$ cat src/rtl/nas_pkg.sv
package nas_pkg;

    localparam int COL_W     = 9;
    localparam int PAGE_W    = 5;
    localparam int BLK_W     = 12;
    localparam int BUS_W     = 8;
    localparam int LIN_W     = COL_W + PAGE_W + BLK_W;
    localparam int ROW_W     = PAGE_W + BLK_W;
    localparam int SHORT_CYC = 3;
    localparam int LONG_CYC  = 4;
    localparam int ROW_BYTES = LONG_CYC - 1;
    localparam int ROW_PAD_W = ROW_BYTES * BUS_W;
    localparam int SLOT_W    = $clog2(LONG_CYC + 1);

    localparam logic [BUS_W-1:0] CMD_READ_LO = 8'h00;
    localparam logic [BUS_W-1:0] CMD_READ_HI = 8'h01;

    typedef enum logic {
        TAG_CMD  = 1'b0,
        TAG_ADDR = 1'b1
    } tag_e;

    typedef enum logic [1:0] {
        ST_IDLE = 2'd0,
        ST_CMD  = 2'd1,
        ST_ADDR = 2'd2
    } seq_st_e;

    typedef struct packed {
        logic [BLK_W-1:0]  blk;
        logic [PAGE_W-1:0] pg;
        logic              half;
        logic [COL_W-2:0]  col_lo;
    } nand_addr_t;

    typedef struct packed {
        logic [BUS_W-1:0] data;
        tag_e             tag;
        logic             last;
    } out_beat_t;

    function automatic nand_addr_t split_addr(input logic [LIN_W-1:0] a);
        nand_addr_t f;
        f.col_lo = a[COL_W-2:0];
        f.half   = a[COL_W-1];
        f.pg     = a[COL_W +: PAGE_W];
        f.blk    = a[COL_W+PAGE_W +: BLK_W];
        return f;
    endfunction

    function automatic logic [BUS_W-1:0] read_cmd(input logic half);
        return half ? CMD_READ_HI : CMD_READ_LO;
    endfunction

    function automatic logic [SLOT_W-1:0] final_slot(input logic long_fmt);
        return long_fmt ? SLOT_W'(LONG_CYC) : SLOT_W'(SHORT_CYC);
    endfunction

endpackage

$ cat src/rtl/nas_addr_split.sv
module nas_addr_split
    import nas_pkg::*;
(
    input  logic [LIN_W-1:0]     lin_addr,
    output nand_addr_t           fields,
    output logic [ROW_PAD_W-1:0] row_pad
);
    logic [ROW_W-1:0] row;

    always_comb begin
        fields  = split_addr(lin_addr);
        row     = {fields.blk, fields.pg};
        row_pad = ROW_PAD_W'(row);
    end
endmodule

$ cat src/rtl/nas_byte_mux.sv
module nas_byte_mux
    import nas_pkg::*;
(
    input  nand_addr_t           fields,
    input  logic [ROW_PAD_W-1:0] row_pad,
    input  logic [SLOT_W-1:0]    slot,
    input  logic                 long_fmt,
    output out_beat_t            beat
);
    logic [BUS_W-1:0] addr_b [LONG_CYC];

    genvar g;
    generate
        for (g = 0; g < LONG_CYC; g++) begin : g_addr_byte
            if (g == 0) begin : g_col
                assign addr_b[g] = fields.col_lo;
            end else begin : g_row
                assign addr_b[g] = row_pad[(g-1)*BUS_W +: BUS_W];
            end
        end
    endgenerate

    always_comb begin
        beat.data = read_cmd(fields.half);
        beat.tag  = TAG_CMD;
        beat.last = 1'b0;
        if (slot != '0) begin
            beat.tag  = TAG_ADDR;
            beat.data = '0;
            for (int i = 0; i < LONG_CYC; i++) begin
                if (slot == SLOT_W'(i + 1)) begin
                    beat.data = addr_b[i];
                end
            end
            beat.last = (slot == final_slot(long_fmt));
        end
    end
endmodule

$ cat src/rtl/nas_seq_ctrl.sv
module nas_seq_ctrl
    import nas_pkg::*;
(
    input  logic              clk,
    input  logic              rst,
    input  logic              req_valid,
    input  logic              req_long,
    input  logic              out_ready,
    output logic              req_ready,
    output logic              req_take,
    output logic              out_valid,
    output logic [SLOT_W-1:0] slot,
    output logic              long_fmt
);
    seq_st_e           st_q, st_d;
    logic [SLOT_W-1:0] slot_d;
    logic              long_d;

    assign req_ready = (st_q == ST_IDLE);
    assign req_take  = req_ready && req_valid;
    assign out_valid = (st_q != ST_IDLE);

    always_comb begin
        st_d   = st_q;
        slot_d = slot;
        long_d = long_fmt;
        unique case (st_q)
            ST_IDLE: begin
                if (req_valid) begin
                    st_d   = ST_CMD;
                    slot_d = '0;
                    long_d = req_long;
                end
            end
            ST_CMD: begin
                if (out_ready) begin
                    st_d   = ST_ADDR;
                    slot_d = SLOT_W'(1);
                end
            end
            ST_ADDR: begin
                if (out_ready) begin
                    if (slot == final_slot(long_fmt)) begin
                        st_d   = ST_IDLE;
                        slot_d = '0;
                    end else begin
                        slot_d = slot + SLOT_W'(1);
                    end
                end
            end
            default: begin
                st_d   = ST_IDLE;
                slot_d = '0;
            end
        endcase
    end

    always_ff @(posedge clk) begin
        if (rst) begin
            st_q     <= ST_IDLE;
            slot     <= '0;
            long_fmt <= 1'b0;
        end else begin
            st_q     <= st_d;
            slot     <= slot_d;
            long_fmt <= long_d;
        end
    end
endmodule

$ cat src/rtl/nand_addr_seq.sv
module nand_addr_seq
    import nas_pkg::*;
#(
    parameter int ADDR_W = nas_pkg::LIN_W,
    parameter int DATA_W = nas_pkg::BUS_W
) (
    input  logic              clk,
    input  logic              rst,
    input  logic              req_valid,
    input  logic [ADDR_W-1:0] req_addr,
    input  logic              req_long,
    output logic              req_ready,
    output logic              out_valid,
    input  logic              out_ready,
    output logic [DATA_W-1:0] out_byte,
    output logic              out_is_addr,
    output logic              out_last
);
    logic [LIN_W-1:0]     addr_q;
    logic                 take;
    logic [SLOT_W-1:0]    slot;
    logic                 long_fmt;
    nand_addr_t           fields;
    logic [ROW_PAD_W-1:0] row_pad;
    out_beat_t            beat;

    nas_seq_ctrl u_ctrl (
        .clk       (clk),
        .rst       (rst),
        .req_valid (req_valid),
        .req_long  (req_long),
        .out_ready (out_ready),
        .req_ready (req_ready),
        .req_take  (take),
        .out_valid (out_valid),
        .slot      (slot),
        .long_fmt  (long_fmt)
    );

    always_ff @(posedge clk) begin
        if (rst) begin
            addr_q <= '0;
        end else if (take) begin
            addr_q <= LIN_W'(req_addr);
        end
    end

    nas_addr_split u_split (
        .lin_addr (addr_q),
        .fields   (fields),
        .row_pad  (row_pad)
    );

    nas_byte_mux u_mux (
        .fields   (fields),
        .row_pad  (row_pad),
        .slot     (slot),
        .long_fmt (long_fmt),
        .beat     (beat)
    );

    assign out_byte    = DATA_W'(beat.data);
    assign out_is_addr = (beat.tag == TAG_ADDR);
    assign out_last    = beat.last;
endmodule

$ cat config.mk
export PLATFORM = sky130hd
export DESIGN_NAME = nand_addr_seq
export DESIGN_NICKNAME = d
export VERILOG_FILES = /design/src/rtl/nas_pkg.sv /design/src/rtl/nas_addr_split.sv /design/src/rtl/nas_byte_mux.sv /design/src/rtl/nas_seq_ctrl.sv /design/src/rtl/nand_addr_seq.sv
export SDC_FILE = /design/constraint.sdc
export NUM_CORES = 1
export LEC_CHECK = 0
export ABC_AREA = 1
export BUFFER_PORTS_ARGS = -buffer_cell sky130_fd_sc_hd__buf_2
export CAP_MARGIN = 40
export CORE_ASPECT_RATIO = 0.9
export CORE_MARGIN = 3
export CORE_UTILIZATION = 47
export CTS_CLUSTER_DIAMETER = 200
export DETAILED_ROUTE_END_ITERATION = 10
export PLACE_DENSITY_LB_ADDON = 0.3
export SLEW_MARGIN = 10
export SYNTH_ARGS = -nofsm -noshare
export SYNTH_HDL_FRONTEND = slang
export SYNTH_SLANG_ARGS = --single-unit
$ cat constraint.sdc
create_clock -name clk -period 2.15 [get_ports clk]
set_clock_uncertainty 0.05 [all_clocks]
set_input_delay 0.3225 -clock clk [delete_from_list [all_inputs] [get_ports clk]]
set_output_delay 0.3225 -clock clk [all_outputs]
set_load 0.1 [all_outputs]
==> results of run 1 <==
cells by family (layout without fill, tap and decap cells):
| group | count (synthesis) | in the layout | share of synthesized area |
|---|---|---|---|
| flops | 32 | 32 | 0.4103 |
| fa+ha+maj | 10 | 10 | 0.08013 |
| simple gates | 101 | 101 | 0.2644 |
| buf+inv | 30 | 80 | 0.07772 |
| compound gates | 50 | 50 | 0.1675 |
state kept, by name, summed over array words and instances, names as in the netlist:
| name | count |
|---|---|
| u_ctrl.st_q | 2 |
| u_ctrl.slot | 3 |
| u_ctrl.long_fmt | 1 |
| addr_q | 26 |
power by group:
part           internal (mW)  total [mW]  switching [mW]
Sequential             0.750       0.851           0.101
Combinational          0.342        1.16           0.820
Clock                  0.261       0.473           0.212
Yosys cell counts (all sizes together):
cell type	number
a21oi	3
a31oi	7
buf	3
clkbuf	5
clkinv	1
dfxtp	32
ha	10
inv	21
nand2	21
nand3	13
nand4	1
nor2	66
o211ai	1
o21ai	39
layout make-up:
cell class                 count  area, um^2  share of cell area
sequential                    32       648.1              0.2902
timing repair buffer          50       432.9              0.1938
multi-input combinational    161       922.1              0.4129
clock buffer                   8       90.09             0.04034
tap                           42       52.55             0.02353
inverter                      22       87.58             0.03922
worst max path at each step:
stage | end | slack, ns | cells after the start
after global routing | out_byte[2] | -0.04 | 7
after detailed placement | out_byte[7] | 0.20 | 7
after floorplan | out_byte[5] | -0.31 | 6
after CTS | out_byte[4] | 0.0004 | 7
final | out_byte[7] | 0.04 | 7
after global placement | out_byte[3] | 0.25 | 7
per-layer routing:
layer,up-vias,part of all wire,GRT usage
met4,0,0.0098,0.06087
met3,5,0.063,0.06296
met1,734,0.43,0.2360
met2,46,0.50,0.3347
met5,-,0,0
li1,819,-,-
worst reg2reg max path, stage by stage (launching register included):
cell	delay, ns
dfxtp_1	0.38
inv_1	0.10
ha_2	0.22
nand2_2	0.32
clkinv_1	0.12
buf_4	0.24
nor2_1	0.15
nor2_1	0.07
metrics by stage:
stage	power, mW	util	cells	setup slack, ns
after global routing	2.650	0.7172	315	-0.03646
after global placement	1.971	0.6577	304	0.2523
after CTS	2.478	0.6963	315	0.0003517
after detailed placement	1.988	0.6577	304	0.1986
after floorplan	1.721	-	223	-0.3071
final	2.485	0.7172	315	0.04018
what timing repair did:
item / 4_1_cts / 5_1_grt
pin swaps: 0 / 4
resized for setup: 6 / 17
buffers inserted: 3 / 0
setup endpoints to repair: 8 / 8
hold buffers: 0 / 0
==> flow_metrics.py, run 1 <==
metrics = {
    "floorplanning": {
        "dieArea_um2": 4051,
        "ios": 43,
        "core-area_um2": 3114,
        "rows": 19,
        "start_util": 0.5014,
        "fp.dieH_um": 60.68,
        "fp.dieW_um": 66.76,
    },
    "cts": {
        "h-tree-depth": 2,
        "cts_max_path_buffers": 2,
        "cts-root-buf": "clkbuf_8",
        "tritoncts": "done",
        "cts_buffers": 5,
        "cts.clk_slew.worst_paths_ns": 0.06,
        "clock-sinks": 32,
        "clock_latency_ns": 0.28,
    },
    "layout": {
        "final_area_um2": 2233,
        "final_nets": 313,
        "antenna_cells": 0,
        "area_growth_pct": 43.03,
        "final_common_cell": "nor2_1",
        "fill_cells": 252,
        "final_cell_mix": "64 x nor2_1, 32 x o21ai_0, 32 x buf_2",
        "drive_above_1_share": 0.2930,
    },
    "critical_path": {
        "cp.required_ns": 1.78,
        "critical-path-slowest-cell": "dfxtp_4",
        "startpoint_type": "register",
        "r2r_end": "addr_q[10]$_SDFFE_PP0P_",
        "critPathKind": "register to primary output",
        "reg2reg_depth": 7,
        "path_max_fanout": 14,
        "crit_chain": "ha_1, ha_2, inv_2, buf_12, o21ai_1, a31oi_2, buf_12",
        "cp_common_cell": "buf_12",
        "cp-end-kind": "primary output",
        "slowest_delay_ns": 0.37,
        "critPathArrivalTime_ns": 1.74,
        "crit_path_start": "u_ctrl.slot[0]$_SDFFE_PP0P_",
        "path_buf_inv": 3,
        "r2r-start": "u_ctrl.st_q[0]$_SDFFE_PP0P_",
        "rrSetupSlack_ns": 0.39,
        "crit_family": "buffers and inverters",
    },
    "power_and_ir_drop": {
        "power.leakage_nw": 0.9444,
        "vdd_drop_max_uv": 1259,
        "power_density_nw_per_um2": 1113,
    },
    "placement": {
        "dpl.hpwl_um": 2663,
        "place_congestion": 0.8023,
        "buffer_ports.inserted": 42,
        "place_area_um2": 2048,
    },
    "status": {
        "status": "finished, final reports clean",
    },
    "synth": {
        "synth_area_leaders": "dfxtp_1 41%, nor2_1 15%, o21ai_0 12%, ha_1 8.0%, inv_1 4.6%",
        "synth_nets": 264,
        "synth_top_cell_by_area": "dfxtp_1",
        "ys_warn_count": 0,
        "netlist_instances": 223,
        "synth-seq-cells": 32,
        "yosys.cell_types.count": 20,
        "synth_top_area_share": 0.4103,
        "syn_area_per_cell_um2": 7.002,
        "seq_area_frac_synth": 0.4103,
        "syn_area_um2": 1561,
    },
    "min_path": {
        "min_from": "rst",
        "hold_end": "u_ctrl.slot[0]$_SDFFE_PP0P_",
        "whs_path_depth": 2,
        "hp-class": "primary input to register",
    },
    "timing": {
        "period_share": 0.9813,
        "rsz0062_at_grt": "true",
        "tns_ns": 0,
        "finalCriticalPeriod_ns": 2.110,
        "slew_headroom": 0.6798,
        "setup_viol": 0,
        "hold_violations": 0,
        "holdWs_ns": 0.1776,
        "tightest_slew_ns": 0.4837,
        "slew_viol_final": 0,
        "fmax_mhz": 474.0,
    },
    "detailed_routing": {
        "drtIter0Drc": 122,
        "avgViaCountPerCell": 5.092,
        "route.vias.total": 1604,
        "wirelength_um": 3866,
        "ant_nets": 0,
        "first_pass_iters": 5,
        "drc": 0,
        "wl_per_cell_um": 12.27,
    },
    "flow_run": {
        "maxCapViolations": 0,
    },
    "grt": {
        "grt_start_max_net_pins": 29,
        "grt_usage": 0.1957,
        "grt_pass1_wl_um": 5892,
        "grt-ovfl-total": 0,
        "grt_pass1_vias": 1335,
        "antenna_found_initial": 0,
    },
}
(Power assumes the default switching activity.)
==> run 2: changes to the inputs <==
--- a/config.mk
+++ b/config.mk
@@ -6,13 +6,14 @@
 export NUM_CORES = 1
 export LEC_CHECK = 0
 export ABC_AREA = 1
-export BUFFER_PORTS_ARGS = -buffer_cell sky130_fd_sc_hd__buf_2
+export BUFFER_PORTS_ARGS = -buffer_cell sky130_fd_sc_hd__clkbuf_2
 export CAP_MARGIN = 40
 export CORE_ASPECT_RATIO = 0.9
 export CORE_MARGIN = 3
 export CORE_UTILIZATION = 47
 export CTS_CLUSTER_DIAMETER = 200
 export DETAILED_ROUTE_END_ITERATION = 10
+export GPL_TIMING_DRIVEN = 0
 export PLACE_DENSITY_LB_ADDON = 0.3
 export SLEW_MARGIN = 10
 export SYNTH_ARGS = -nofsm -noshare
==> run 2 against run 1 <==
  * Critical path type unchanged
  * Clock power decreased by 9.1%
  * Global-route usage increased by 2.3 points
  * Count of clock-buffer cells in the layout decreased by 2
  * Maximum frequency increased by 0.19%
  * Sequential share of layout area decreased by 0.89 points
  * Flip-flop and latch count unchanged
  * Combinational power increased by 3%
  * Sequential power increased by 2%
==> flow_metrics.py, run 2 (synthesized netlist as in run 1, its figures left out) <==
metrics = {
    "grt": {
        "grt_pass1_wl_um": 6499,
        "grt_start_max_net_pins": 11,
        "grt_pass1_vias": 1460,
        "grt_usage": 0.2191,
        "grt-ovfl-total": 0,
        "antenna_found_initial": 0,
    },
    "critical_path": {
        "critPathArrivalTime_ns": 1.73,
        "cp.required_ns": 1.78,
        "cp-end-kind": "primary output",
        "path_max_fanout": 6,
        "critPathKind": "register to primary output",
        "startpoint_type": "register",
    },
    "layout": {
        "antenna_cells": 0,
        "final_nets": 320,
        "final_common_cell": "nor2_1",
        "final_cell_mix": "64 x nor2_1, 32 x clkbuf_2, 30 x o21ai_0",
        "regMostFlops": "addr_q",
        "largest_reg_flops": 26,
        "drive_above_1_share": 0.3190,
        "stdcell_count": 321,
        "area_growth_pct": 48.40,
        "top_regs": "addr_q x26, u_ctrl.slot x3, u_ctrl.st_q x2",
    },
    "timing": {
        "tns_ns": 0,
        "fmax_mhz": 474.9,
        "slew_viol_final": 0,
        "setup_viol": 0,
        "period_share": 0.9794,
        "slew_headroom": 0.6412,
        "finalCriticalPeriod_ns": 2.106,
        "tightest_slew_ns": 0.5405,
        "holdWs_ns": 0.1716,
        "rsz0062_at_grt": "true",
        "hold_violations": 0,
    },
    "status": {
        "status": "finished, final reports clean",
    },
    "floorplanning": {
        "rows": 19,
        "start_util": 0.5014,
        "core-area_um2": 3114,
        "ios": 43,
        "dieArea_um2": 4051,
        "fp.dieW_um": 66.76,
        "fp.dieH_um": 60.68,
    },
    "flow_run": {
        "maxCapViolations": 0,
    },
    "detailed_routing": {
        "first_pass_iters": 4,
        "wl_per_cell_um": 14.10,
        "ant_nets": 0,
        "drtIter0Drc": 130,
        "route.vias.total": 1682,
        "wirelength_um": 4527,
        "drc": 0,
        "avgViaCountPerCell": 5.240,
    },
    "cts": {
        "cts_max_path_buffers": 2,
        "clock_latency_ns": 0.28,
        "clock-sinks": 32,
        "tritoncts": "done",
        "cts_buffers": 5,
        "cts.clk_slew.worst_paths_ns": 0.06,
        "h-tree-depth": 2,
        "cts-root-buf": "clkbuf_8",
    },
    "min_path": {
        "hp-class": "primary input to register",
    },
    "power_and_ir_drop": {
        "total_power_mw": 2.495,
        "power_density_nw_per_um2": 1077,
        "vdd_drop_max_uv": 1593,
        "power.leakage_nw": 0.9725,
    },
    "placement": {
        "place_congestion": 0.7832,
        "dpl.hpwl_um": 2781,
        "dp_cells": 307,
        "buffer_ports.inserted": 42,
    },
}
## run 2: cell count changes in the layout (fill, tap and decap cells not counted), moves of 3 or more
cell,before,now
clkbuf_2,0,32
buf_2,32,1
buf_12,11,8
clkbuf_1,2,6
## run 2: path summary, 6_finish.rpt
check,from,end,slack (ns),depth (start not counted)
worst min-delay path,rst,u_ctrl.slot[1]$_SDFFE_PP0P_,0.17,2
worst max-delay path,u_ctrl.slot[1]$_SDFFE_PP0P_,out_byte[6],0.04,8
worst max register to register,u_ctrl.st_q[0]$_SDFFE_PP0P_,addr_q[4]$_SDFFE_PP0P_,0.40,7
worst min register to register,addr_q[15]$_SDFFE_PP0P_,addr_q[15]$_SDFFE_PP0P_,0.44,2
## run 2: worst max-delay path, cell delays in order, from the launching register on
cell,delay (ns)
dfxtp_4,0.38
inv_2,0.06
ha_1,0.15
inv_2,0.05
nor2_4,0.15
buf_12,0.13
nand3_2,0.08
a31oi_4,0.22
clkbuf_16,0.23
## run 2: cell type report
cell class	count	area, um^2
Buffer	8	48.80
Clock buffer	6	72.57
Clock inverter	1	5.005
Fill cell	254	797.0
Inverter	22	92.59
Multi-Input combinational cell	161	965.9
Sequential cell	32	651.9
Tap cell	42	52.55
Timing Repair Buffer	49	427.9
## run 2: repair_timing
item                                   CTS  global route
pin swaps                                1            12
hold buffers                             0             0
setup buffers                            4             3
setup endpoints to repair               10             9
gates cloned                             0             0
gates resized for setup                 32            42
endpoints found under the hold margin    0             0
## run 2: metrics by stage
stage | worst slack [ns] | util | cell area [um^2]
2_1_floorplan | -0.3071 | - | 1627
3_3_place_gp | -0.1769 | 0.6067 | 1889
3_5_place_dp | -0.1901 | 0.6067 | 1889
4_1_cts | -0.02557 | 0.6850 | 2133
5_1_grt | -0.05667 | 0.7441 | 2317
6_report | 0.04426 | 0.7441 | 2317
## run 2: layer usage
layer / part of all wire / up-vias / GRT usage
met5: 0 / - / 0
met4: 0.025 / 0 / 0.08116
met3: 0.052 / 12 / 0.06296
met2: 0.53 / 63 / 0.3941
met1: 0.40 / 773 / 0.2483
li1: - / 834 / -
## run 2: power breakdown
part | leakage (nW) | internal, mW | switching, mW | total [mW]
clock network | 0.0410 | 0.220 | 0.210 | 0.430
registers | 0.267 | 0.753 | 0.115 | 0.868
logic | 0.665 | 0.350 | 0.848 | 1.20
